===== src/rtl/exc_seq_pkg.sv =====
package exc_seq_pkg;
  localparam int unsigned XLEN   = 32;
  localparam int unsigned CAUSE_W = 5;

  typedef logic [XLEN-1:0]    word_t;
  typedef logic [CAUSE_W-1:0] cause_t;

  typedef struct packed {
    cause_t cause;
    word_t  epc;
    word_t  status;
    word_t  r31;
  } frame_t;
endpackage


===== src/rtl/exc_prio_arb.sv =====
module exc_prio_arb
  import exc_seq_pkg::*;
#(
  parameter int unsigned NCAUSE = 8
) (
  input  logic [NCAUSE-1:0] req,
  output logic              any,
  output cause_t            idx
);
  logic [NCAUSE:0]   lower_seen;
  logic [NCAUSE-1:0] grant;

  assign lower_seen[0] = 1'b0;

  for (genvar g = 0; g < NCAUSE; g++) begin : g_chain
    assign grant[g]        = req[g] & ~lower_seen[g];
    assign lower_seen[g+1] = lower_seen[g] | req[g];
  end

  assign any = lower_seen[NCAUSE];

  always_comb begin
    idx = '0;
    for (int i = 0; i < NCAUSE; i++) begin
      if (grant[i]) idx = idx | cause_t'(i);
    end
  end
endmodule


===== src/rtl/exc_status_mod.sv =====
module exc_status_mod
  import exc_seq_pkg::*;
#(
  parameter int unsigned SYS_BIT = 1,
  parameter int unsigned IE_BIT  = 0
) (
  input  logic  take,
  input  word_t cur,
  output word_t nxt
);
  always_comb begin
    nxt = cur;
    if (take) begin
      nxt[SYS_BIT] = 1'b1;
      nxt[IE_BIT]  = 1'b0;
    end
  end
endmodule


===== src/rtl/exc_frame_regs.sv =====
module exc_frame_regs
  import exc_seq_pkg::*;
(
  input  logic   clk,
  input  logic   rst_n,
  input  logic   load,
  input  frame_t d,
  output frame_t q
);
  frame_t frame_r;
  frame_t frame_nxt;

  always_comb begin
    frame_nxt = frame_r;
    if (load) frame_nxt = d;
  end

  always_ff @(posedge clk or negedge rst_n) begin
    if (!rst_n) frame_r <= '0;
    else        frame_r <= frame_nxt;
  end

  assign q = frame_r;
endmodule


===== src/rtl/exc_entry_seq.sv =====
module exc_entry_seq
  import exc_seq_pkg::*;
#(
  parameter int unsigned NCAUSE     = 8,
  parameter int unsigned WORD_BYTES = 4,
  parameter int unsigned SYS_BIT    = 1,
  parameter int unsigned IE_BIT     = 0
) (
  input  logic                 clk,
  input  logic                 rst_n,
  input  logic [NCAUSE-1:0]    exc_req,
  input  logic [XLEN-1:0]      cur_pc,
  input  logic [XLEN-1:0]      status_in,
  input  logic [XLEN-1:0]      gpr31,
  input  logic [XLEN-1:0]      ivec,
  output logic                 exc_taken,
  output logic [XLEN-1:0]      pc_target,
  output logic [XLEN-1:0]      status_wr_data,
  output logic [CAUSE_W-1:0]   cause_q,
  output logic [XLEN-1:0]      epc_q,
  output logic [XLEN-1:0]      saved_status_q,
  output logic [XLEN-1:0]      saved_r31_q
);
  localparam word_t PC_STEP = word_t'(WORD_BYTES);

  cause_t win_idx;
  logic   take;
  frame_t frame_d;
  frame_t frame_q;

  exc_prio_arb #(.NCAUSE(NCAUSE)) u_arb (
    .req (exc_req),
    .any (take),
    .idx (win_idx)
  );

  exc_status_mod #(.SYS_BIT(SYS_BIT), .IE_BIT(IE_BIT)) u_stat (
    .take (take),
    .cur  (status_in),
    .nxt  (status_wr_data)
  );

  always_comb begin
    frame_d.cause  = win_idx;
    frame_d.epc    = cur_pc - PC_STEP;
    frame_d.status = status_in;
    frame_d.r31    = gpr31;
  end

  exc_frame_regs u_frame (
    .clk   (clk),
    .rst_n (rst_n),
    .load  (take),
    .d     (frame_d),
    .q     (frame_q)
  );

  assign exc_taken      = take;
  assign pc_target      = take ? ivec : '0;
  assign cause_q        = frame_q.cause;
  assign epc_q          = frame_q.epc;
  assign saved_status_q = frame_q.status;
  assign saved_r31_q    = frame_q.r31;
endmodule


===== config.mk =====
export PLATFORM = sky130hd
export DESIGN_NAME = exc_entry_seq
export DESIGN_NICKNAME = d
export VERILOG_FILES = /design/src/rtl/exc_seq_pkg.sv /design/src/rtl/exc_prio_arb.sv /design/src/rtl/exc_status_mod.sv /design/src/rtl/exc_frame_regs.sv /design/src/rtl/exc_entry_seq.sv
export SDC_FILE = /design/constraint.sdc
export NUM_CORES = 1
export LEC_CHECK = 0
export BUFFER_PORTS_ARGS = -buffer_cell sky130_fd_sc_hd__buf_2
export CAP_MARGIN = 5
export CORE_AREA = 2 2 117 119
export CTS_BUF_LIST = sky130_fd_sc_hd__clkbuf_8 sky130_fd_sc_hd__clkbuf_16
export DETAILED_ROUTE_END_ITERATION = 8
export DIE_AREA = 0 0 119 121
export GPL_TIMING_DRIVEN = 1
export PLACE_DENSITY = 0.7
export SLEW_MARGIN = 25
export SYNTH_ARGS = -nofsm -noshare
export SYNTH_HDL_FRONTEND = slang
export SYNTH_SLANG_ARGS = --single-unit

===== constraint.sdc =====
create_clock -name clk -period 2.77 [get_ports clk]
set_input_delay 0.1385 -clock clk [delete_from_list [all_inputs] [get_ports clk]]
set_output_delay 0.1385 -clock clk [all_outputs]
set_load 0.02 [all_outputs]

## Word-level counts from Yosys, hierarchy flattened

Cells that the tools add are included.

| cells by class | value |
|---|---|
| divide/modulo/power cells | 0 |
| shift-type cells | 0 |
| add/subtract/negate cells | 1 |
| bitwise gates (word level) | 21 |
| muxes and demuxes | 9 |
| multiply operators | 0 |
| order comparisons | 0 |
| reduce and logical (&&, ||, !) cells | 0 |
| eq/ne operators | 0 |

Operators with widths:

| kind | count |
|---|---|
| $mux W32 | 1 |
| $sub A32 B3 Y32 const B | 1 |
| $mux W3 | 4 |
| $and A1 B1 Y1 | 7 |
| $not A1 Y1 | 7 |
| $or A1 B1 Y1 | 7 |
| $mux W2 | 3 |
| $mux W1 | 1 |

| word-level totals | value |
|---|---|
| memories | 0 |
| input port bits | 138 |
| flip-flop bits (word level) | 101 |
| output and inout port bits | 166 |
| latch bits | 0 |
| RAM bits | 0 |
| bits in read-only memories | 0 |

## Longest topological paths before layout

Gate-level depths: netlist of run 1.

| depth | value |
|---|---|
| depth in word-level cells | 9 |
| gate-level depth with buffers | 8 |
| depth with buffers taken out | 7 |

## Hierarchy

A second synthesis of run 1 with hierarchy kept.

| unflattened totals | value |
|---|---|
| cells, all modules | 379 |
| area, all modules | 5360.1 um2 |

By module, submodules not included:

| module | area an instance (um2) | cells each | times used |
|---|---|---|---|
| exc_frame_regs | 4199.0 | 213 | 1 |
| exc_entry_seq | 819.5 | 117 | 1 |
| exc_status_mod | 240.2 | 32 | 1 |
| exc_prio_arb | 101.3 | 17 | 1 |

## Worst setup path after synthesis of run 1

No wires, ideal clock.

| timing path | value |
|---|---|
| path type | input to register |
| start | input cur_pc[2] |
| end | register u_frame.frame_r (netlist bit u_frame.q[94]) |
| library setup time | 0.082 ns |
| arrival time | 1.736 ns |
| path buffers | 0 |
| stages | 6 |
| required time | 2.688 ns |
| setup slack | 0.952 ns |
| path through | inv_1 > ha_1 > or4b_1 > nand4b_4 > or4_1 > a31oi_1 |

| between the ends | value |
|---|---|
| longest elaborated chain between the ends | 1 |

RTL lines:

| what | line | source |
|---|---|---|
| start, declared | exc_entry_seq.sv:12 | `input logic [XLEN-1:0] cur_pc,` |
| $sub A32 B3 Y32 | exc_entry_seq.sv:45 | `frame_d.epc = cur_pc - PC_STEP;` |
| end signal, assigned | exc_frame_regs.sv:20 | `else frame_r <= frame_nxt;` |
| end, declared | exc_frame_regs.sv:10 | `frame_t frame_r;` |

No other way between the ends.
A chain may end at the register's enable or synchronous reset.

## Final worst setup path of run 1

| timing path | value |
|---|---|
| start | input cur_pc[2] |
| end | register u_frame.frame_r (netlist bit u_frame.q[92]) |

The elaborated chain is that of the path after synthesis.

==> results of run 1 <==
==> final cells by class <==
type,instances,area share [%]
clock inverter,7,1.41
clock buffer,9,3.20
inverter,6,0.338
sequential,99,35.2
multi-input combinational,382,26.6
timing repair buffer,359,30.1
tap,176,3.13
==> through the flow <==
step | util (%) | std cells | area [µm²] | hold WS (ns) | setup WS, ns
2_1_floorplan | - | 545 | 4700 | -0.157 | 0.952
3_3_place_gp | 47.1 | 968 | 6170 | 0.245 | 0.698
3_5_place_dp | 47.1 | 968 | 6170 | 0.245 | 0.614
4_1_cts | 53.7 | 1038 | 7030 | 0.000741 | 0.438
5_1_grt | 53.7 | 1038 | 7030 | 0.00453 | 0.337
6_report | 53.7 | 1038 | 7030 | 0.00557 | 0.440
==> kinds of logic after synthesis <==
family	Yosys count	share of synthesized area (%)
buffers and inverters	64	7.67
AOI/OAI and AO/OA	37	4.42
DFF	99	52.7
adders and majority gates	1	0.266
and+or+nand+nor	318	30.4
other	1	0.0798
xor gates and xnor gates	24	4.47
==> final timing paths <==
path,from,end,slack (ns)
min,gpr31[4],u_frame.q[4],0.006
min reg2reg,u_frame.q[33],u_frame.q[33],0.46
max reg2reg,u_frame.q[97],u_frame.q[97],1.51
min in group asynchronous,rst_n,u_frame.q[23],0.41
max,cur_pc[2],u_frame.q[92],0.44
max in group asynchronous,rst_n,u_frame.q[68],1.94
==> worst reg2reg max path, stage by stage (launching register included) <==
cell	delay [ns]
dfrtp_1	0.34
nor2_1	0.05
nor4_1	0.22
dlygate4sd3_1	0.59
==> report_power, final <==
group,switching [mW],internal [mW],total (mW)
clock,0.566,0.800,1.37
combinational,0.374,0.269,0.643
sequential,0.0392,1.52,1.56
total,0.979,2.59,3.57
==> cells in the mapped netlist (2+ instances only) <==
| master | number |
|---|---|
| nand2_1 | 224 |
| xor2_1 | 5 |
| or4_1 | 4 |
| nand3_1 | 3 |
| nor3_1 | 9 |
| a21oi_1 | 4 |
| o31ai_1 | 2 |
| nand2b_1 | 2 |
| or3_1 | 2 |
| o21ai_1 | 10 |
| clkbuf_1 | 24 |
| xnor2_1 | 19 |
| a31oi_1 | 3 |
| nor2_1 | 20 |
| dfrtp_1 | 99 |
| buf_1 | 2 |
| buf_4 | 32 |
| nor4_1 | 8 |
| inv_1 | 6 |
| o21ai_0 | 14 |
| nor4_2 | 3 |
| and2_1 | 33 |
| nand3b_1 | 2 |
==> layer usage <==
metal,GRT usage [%],up-vias
li1,-,2309
met4,9.00,0
met1,22.6,2173
met3,4.89,27
met2,33.6,213
met5,0,-
==> results.yml, run 1 <==
logic_synthesis:
  synthCells: 544
  syn_area_um2: 4700
  synth_edf_count: 0
  syn_area_per_cell_um2: 8.64
  synthTopCellsByArea: "dfrtp_1, nand2_1, buf_4"
  ys.flop_type: "dfrtp_1"
  synthArstFlopShare_pct: 100
  yosysWarnings: 0
  ys_seq_area_share_pct: 52.7
  synth_seq_cells: 99
  yosysTopAreaCell: "dfrtp_1"
  yosysUniqueCellTypes: 37
  synth_top_area_share_pct: 52.7
setup_path:
  endpoint_kind: "register"
  worst-path-buf-inv: 3
  cp_max_fo: 7
  crit_chain: "dlygate4sd3_1 -> buf_2 -> inv_1 -> ha_1 -> or4b_1 -> nand4b_4 -> nand2b_1 -> o311ai_1 -> o211ai_1"
  crit_arrival_ns: 2.54
  worst-path-stages: 9
  worstSetupStartpointType: "input port"
  required_ns: 2.98
  cpMaxStageDelayCell: "or4b_1"
  crit_path_max_incr_delay_ns: 0.57
  crit_type: "in2reg"
  worst_r2r_path_depth: 3
  critPathTopFamily: "simple AND/OR/NAND/NOR gates"
timing:
  report.final.hold_viol_count: 0
  fin_crit_ns: 2.33
  finalClockSkew_ns: 0
  rsz0062_at_grt: "no"
  tns_ns: 0
  finalCritPeriodShare_pct: 84.1
  maxSlewViolCount: 0
  maxSlewHeadroom_pct: 63.5
  setup_violations: 0
  tightest_slew_ns: 0.548
  fmax_ghz: 0.429
route:
  wl_met3_um: 1030
  detail_route.iter0.violations: 214
  ant_nets: 0
  drc_errors: 0
  wl_met2_um: 7020
  routed_wl_um: 14000
  met1Wirelength_um: 5640
  avgViaCountPerCell: 4.55
  vias: 4722
  wire_per_inst_um: 13.5
  first_pass_iters: 4
  highest_layer: "met4"
finish:
  fillers: 1199
  largest_reg_flops: 99
  seqCellArea_um2: 2480
  multi_input_area_um2: 1870
  layout-drive-gt1-share_pct: 38.5
  n_antenna_cell: 0
  layout_common_cells: "buf_2, nand2_1, dfrtp_1"
  area_growth_pct: 49.6
  layout_commonest_cell: "buf_2"
  finish.net_count: 996
die:
  io_pins: 304
  die_w_um: 119
  num_rows: 42
  core_um2: 13100
  die_h_um: 121
  initial_core_util_pct: 35.9
  fp.dieArea_um2: 14400
global_route:
  grt-ovfl-total: 0
  grt_pass1_wl_um: 22000
  antenna_found_initial: 0
  grt_pass1_vias: 4470
  grt_usage_pct: 19.4
  grt_max_degree: 117
clock_tree:
  cts_made_buffers: 9
  clock-sinks: 99
  clk_pin_slew_ns: 0.07
  cts-root-buf: "clkbuf_16"
  h-tree-depth: 3
  postCtsSetupBuffers: 0
  cts_resized: 0
  cts_hold_buf: 54
  clock_latency_ns: 0.35
  clk_path_buf_depth: 2
  cts_tree: "built"
job:
  cap_violations: 0
pwr:
  p_leak_nw: 3.63
  total_power_mw: 3.57
  ir_drop_mv: 0.336
  p_per_area_nw_per_um2: 508
placement:
  gp_congestion: 0.820
  dp_hpwl_um: 9760
  numPortBuffers: 301
min_path:
  min_path_type: "in2reg"
  worst_hold_path.num_cells: 3
status:
  status: "completed"
(Power assumes the default switching activity.)
==> inputs of run 2 (changes only) <==
- PLACE_DENSITY: 0.7 -> 0.72
- clock period: 2.77 -> 2.05 ns (I/O delays scaled with it)
==> run 2 against run 1 <==
  * Via count rose by 2.6%
  * Sequential share of layout area fell by 0.71 points
  * Sequential power rose by 36%
  * Critical endpoint is now u_frame.q[97]
  * Largest cell class unchanged
  * Largest power group unchanged
  * Highest routed layer unchanged
==> results.yml, run 2 (same netlist as run 1, synthesis figures left out) <==
setup_path:
  worst_r2r_path_depth: 3
  cp_max_fo: 33
  crit_path_max_incr_delay_ns: 0.56
  endpoint_kind: "register"
  r2r_slack_ns: 0.77
  crit_chain: "buf_2 -> nor4_1 -> and2_4 -> clkinv_2 -> buf_4 -> nor2_1 -> nor4_1 -> dlygate4sd3_1"
  worst-path-stages: 8
  worstSetupStartpointType: "input port"
  crit_type: "in2reg"
  critPathTopFamily: "buffers and inverters"
  required_ns: 2.27
  critPathMostFrequentCell: "nor4_1"
  crit_arrival_ns: 2.01
  startpoint: "exc_req[4]"
  worst-path-buf-inv: 4
  cpMaxStageDelayCell: "dlygate4sd3_1"
  r2r-start: "u_frame.q[97]"
clock_tree:
  cts-root-buf: "clkbuf_16"
  cts_hold_buf: 67
  postCtsSetupBuffers: 0
  h-tree-depth: 3
  cts_resized: 0
  cts_tree: "built"
  clock-sinks: 99
  clk_path_buf_depth: 2
  clock_latency_ns: 0.34
  cts_made_buffers: 9
  clk_pin_slew_ns: 0.07
route:
  detail_route.iter0.violations: 224
  wire_per_inst_um: 13.6
  vias: 4844
  routed_wl_um: 14400
  avgViaCountPerCell: 4.57
  ant_nets: 0
  first_pass_iters: 4
  drc_errors: 0
global_route:
  antenna_found_initial: 0
  grt_usage_pct: 19.6
  grt_max_degree: 82
  grt_pass1_wl_um: 22400
  grt_pass1_vias: 4630
  grt-ovfl-total: 0
finish:
  area_growth_pct: 52.7
  largest_reg_flops: 99
  layout_commonest_cell: "buf_2"
  finish.net_count: 1016
  stdcell_area_um2: 7170
  post-route-util_pct: 54.8
  multi_input_area_um2: 1870
  seqCellArea_um2: 2480
  layout_common_cells: "buf_2, nand2_1, dfrtp_1"
  final_cells: 1059
  layout-drive-gt1-share_pct: 38.3
  fillers: 1190
die:
  io_pins: 304
  core_um2: 13100
  die_w_um: 119
  die_h_um: 121
  fp.dieArea_um2: 14400
  initial_core_util_pct: 35.9
  num_rows: 42
min_path:
  worstHoldStart: "status_in[6]"
  min_path_type: "in2reg"
  worst_hold_path.num_cells: 3
timing:
  fin_crit_ns: 1.78
  setup_violations: 0
  holdWs_ns: 0.0113
  post-route-worst-setup-slack_ns: 0.266
  tns_ns: 0
  finalClockSkew_ns: 0
  finalCritPeriodShare_pct: 87.0
  maxSlewViolCount: 0
  rsz0062_at_grt: "no"
  fmax_ghz: 0.560
  report.final.hold_viol_count: 0
placement:
  numPortBuffers: 301
  pre_cts_ws_ns: 0.0625
  dp_hpwl_um: 9880
  gp_congestion: 0.856
  place_area_um2: 6230
  place_inst: 975
pwr:
  p_per_area_nw_per_um2: 636
  ir_drop_mv: 0.332
  total_power_mw: 4.56
  p_leak_nw: 3.69
job:
  cap_violations: 0
status:
  status: "completed"
## run 2: cell types whose count changed in the layout (fill, tap and decap cells not counted)
cell	change
buf_4	+6
clkinv_2	+1
diode_2	+1
inv_6	-2
clkinvlp_4	+2
dlygate4sd3_1	+13
inv_1	+1
bufinv_16	-2
buf_12	+1
## run 2: tightest hold or removal path, delay by kind of cell
kind	cells	cell delay, ns
buffers and inverters	1	0.10
and+or+nand+nor	2	0.11
## run 2: layer usage
layer | vias to the layer above | routed length [µm] | GRT usage [%] | part of all wire (%)
met5 | - | 0 | 0 | 0
met3 | 27 | 1040 | 3.81 | 7.2
met2 | 228 | 7280 | 34.9 | 51
met1 | 2235 | 5670 | 22.9 | 39
met4 | 0 | 418 | 8.93 | 2.9
li1 | 2354 | - | - | -
## run 2: worst paths after layout
check	endpoint
setup / recovery	u_frame.q[97]
hold / removal	u_frame.q[38]
hold reg to reg	u_frame.q[49]
min in group asynchronous	u_frame.q[28]
setup reg to reg	u_frame.q[97]
max in group asynchronous	u_frame.q[67]
## run 2: layout make-up
class	count	share of cell area [%]
Antenna cell	1	0.0349
Clock buffer	9	3.14
Clock inverter	7	0.628
Inverter	6	0.331
Multi-Input combinational cell	382	26.0
Sequential cell	99	34.5
Tap cell	176	3.07
Timing Repair Buffer	379	32.2
## run 2: report_power, final
group,switching [mW],leakage [nW],internal [mW]
clock,0.736,0.129,0.818
sequential,0.0561,1.16,2.06
combinational,0.509,2.40,0.384
==> inputs of run 3 (changes only) <==
- BUFFER_PORTS_ARGS: -buffer_cell sky130_fd_sc_hd__buf_2 -> -buffer_cell sky130_fd_sc_hd__buf_4
==> run 3 against run 2 <==
  * First-iteration DRC count increased by 3.6%
  * Sequential share of layout area down 3.3 points
  * Flip-flop and latch count is the same
  * Critical path type unchanged
  * Critical endpoint is now u_frame.q[94]
  * Largest cell class is now non-clock buffers
==> results.yml, run 3 (same netlist as run 1, synthesis figures left out) <==
status:
  status: "completed"
timing:
  finalClockSkew_ns: 0
  rsz0062_at_grt: "no"
  setup_violations: 0
  tightest_slew_ns: 0.530
  report.final.hold_viol_count: 0
  maxSlewHeadroom_pct: 64.7
  fin_crit_ns: 1.69
  tns_ns: 0
  finalCritPeriodShare_pct: 82.4
  maxSlewViolCount: 0
  fmax_ghz: 0.592
  holdWs_ns: 0.0491
setup_path:
  crit_type: "in2reg"
  worstSetupStartpointType: "input port"
  r2r_slack_ns: 0.77
  crit_path_max_incr_delay_ns: 0.53
  crit_chain: "buf_4 -> inv_1 -> ha_1 -> or4b_1 -> nand4b_4 -> or4_1 -> a31oi_1"
  cp_max_fo: 7
  endpoint_kind: "register"
  worst-path-buf-inv: 2
  worst-path-stages: 7
  cpMaxStageDelayCell: "or4_1"
  crit_arrival_ns: 1.94
  critPathTopFamily: "simple AND/OR/NAND/NOR gates"
  required_ns: 2.30
  worst_r2r_path_depth: 3
route:
  vias: 4779
  wire_per_inst_um: 13.9
  drc_errors: 0
  routed_wl_um: 14700
  ant_nets: 0
  detail_route.iter0.violations: 232
  first_pass_iters: 4
  avgViaCountPerCell: 4.52
finish:
  layout_commonest_cell: "buf_4"
  largest_reg_flops: 99
  multi_input_area_um2: 1870
  area_growth_pct: 68.9
  finish.net_count: 1017
  fillers: 1097
  n_antenna_cell: 0
  stdcell_area_um2: 7940
  layout-drive-gt1-share_pct: 37.9
  seqCellArea_um2: 2480
  final_cells: 1058
  layout_common_cells: "buf_4, nand2_1, dfrtp_1"
global_route:
  antenna_found_initial: 0
  grt_pass1_vias: 4594
  grt_usage_pct: 20.1
  grt_max_degree: 115
  grt_pass1_wl_um: 22800
  grt-ovfl-total: 0
die:
  fp.dieArea_um2: 14400
  die_w_um: 119
  core_um2: 13100
  num_rows: 42
  die_h_um: 121
  io_pins: 304
  initial_core_util_pct: 35.9
placement:
  place_inst: 973
  dp_hpwl_um: 10200
  numPortBuffers: 301
  gp_congestion: 0.795
  place_area_um2: 6950
clock_tree:
  cts-root-buf: "clkbuf_16"
  postCtsSetupBuffers: 0
  clk_path_buf_depth: 2
  h-tree-depth: 3
  clock_latency_ns: 0.33
  cts_made_buffers: 9
  cts_resized: 0
  cts_tree: "built"
  clk_pin_slew_ns: 0.06
  clock-sinks: 99
pwr:
  ir_drop_mv: 0.326
  p_per_area_nw_per_um2: 604
  p_leak_nw: 3.96
job:
  cap_violations: 0
min_path:
  min_path_type: "in2reg"
  worst_hold_path.num_cells: 3
[run 3: changes by cell type in the layout (fill, tap and decap cells not counted), sizes merged]
| cell | previous run | this run |
|---|---|---|
| clkbuf | 9 | 12 |
| dlygate4sd3 | 67 | 70 |
| buf | 312 | 310 |
| clkinv | 3 | 1 |
| clkinvlp | 3 | 1 |
| diode | 1 | 0 |
[run 3: metal layers]
metal | vias up | part of all wire [%] | track usage [%]
met2 | 211 | 51 | 35.3
met1 | 2186 | 40 | 23.6
met5 | - | 0 | 0
met4 | 0 | 2.5 | 8.41
li1 | 2359 | - | -
met3 | 23 | 7.3 | 4.51
[run 3: power breakdown]
| part | switching, mW | leakage, nW | internal [mW] | total (mW) |
|---|---|---|---|---|
| Combinational | 0.526 | 2.66 | 0.554 | 1.08 |
| Sequential | 0.0588 | 1.16 | 2.06 | 2.12 |
| Clock | 0.684 | 0.143 | 0.907 | 1.59 |
| Total | 1.27 | 3.96 | 3.52 | 4.79 |
[run 3: tightest hold or removal path: stages]
cell     delay [ns]
buf_4          0.09
xnor2_1        0.10
o21ai_0        0.06
[run 3: cell type report]
type / instances / share of cell area, %
Sequential cell: 99 / 31.2
Clock inverter: 3 / 0.189
Multi-Input combinational cell: 382 / 23.5
Tap cell: 176 / 2.77
Inverter: 6 / 0.300
Timing Repair Buffer: 380 / 38.6
Clock buffer: 12 / 3.36
[run 3: per-stage QoR]
step           utilization, %  setup slack, ns  total power, mW
2_1_floorplan               -            0.268             2.57
3_3_place_gp             53.1           0.0936             3.11
3_5_place_dp             53.1           0.0242             3.13
4_1_cts                  60.7            0.350             4.85
5_1_grt                  60.7            0.187             5.00
6_report                 60.7            0.361             4.79
[run 3: final timing paths]
kind                          startpoint       endpoint
setup / recovery               cur_pc[2]  u_frame.q[94]
hold / removal                cur_pc[19]  u_frame.q[83]
setup reg to reg           u_frame.q[97]  u_frame.q[97]
hold reg to reg            u_frame.q[44]  u_frame.q[44]
max in group asynchronous          rst_n   u_frame.q[7]
min in group asynchronous          rst_n  u_frame.q[65]
[run 3: what timing repair did]
item	4_1_cts	5_1_grt
setup endpoints to repair	0	0
hold endpoints to repair	106	0
hold buffers	70	0
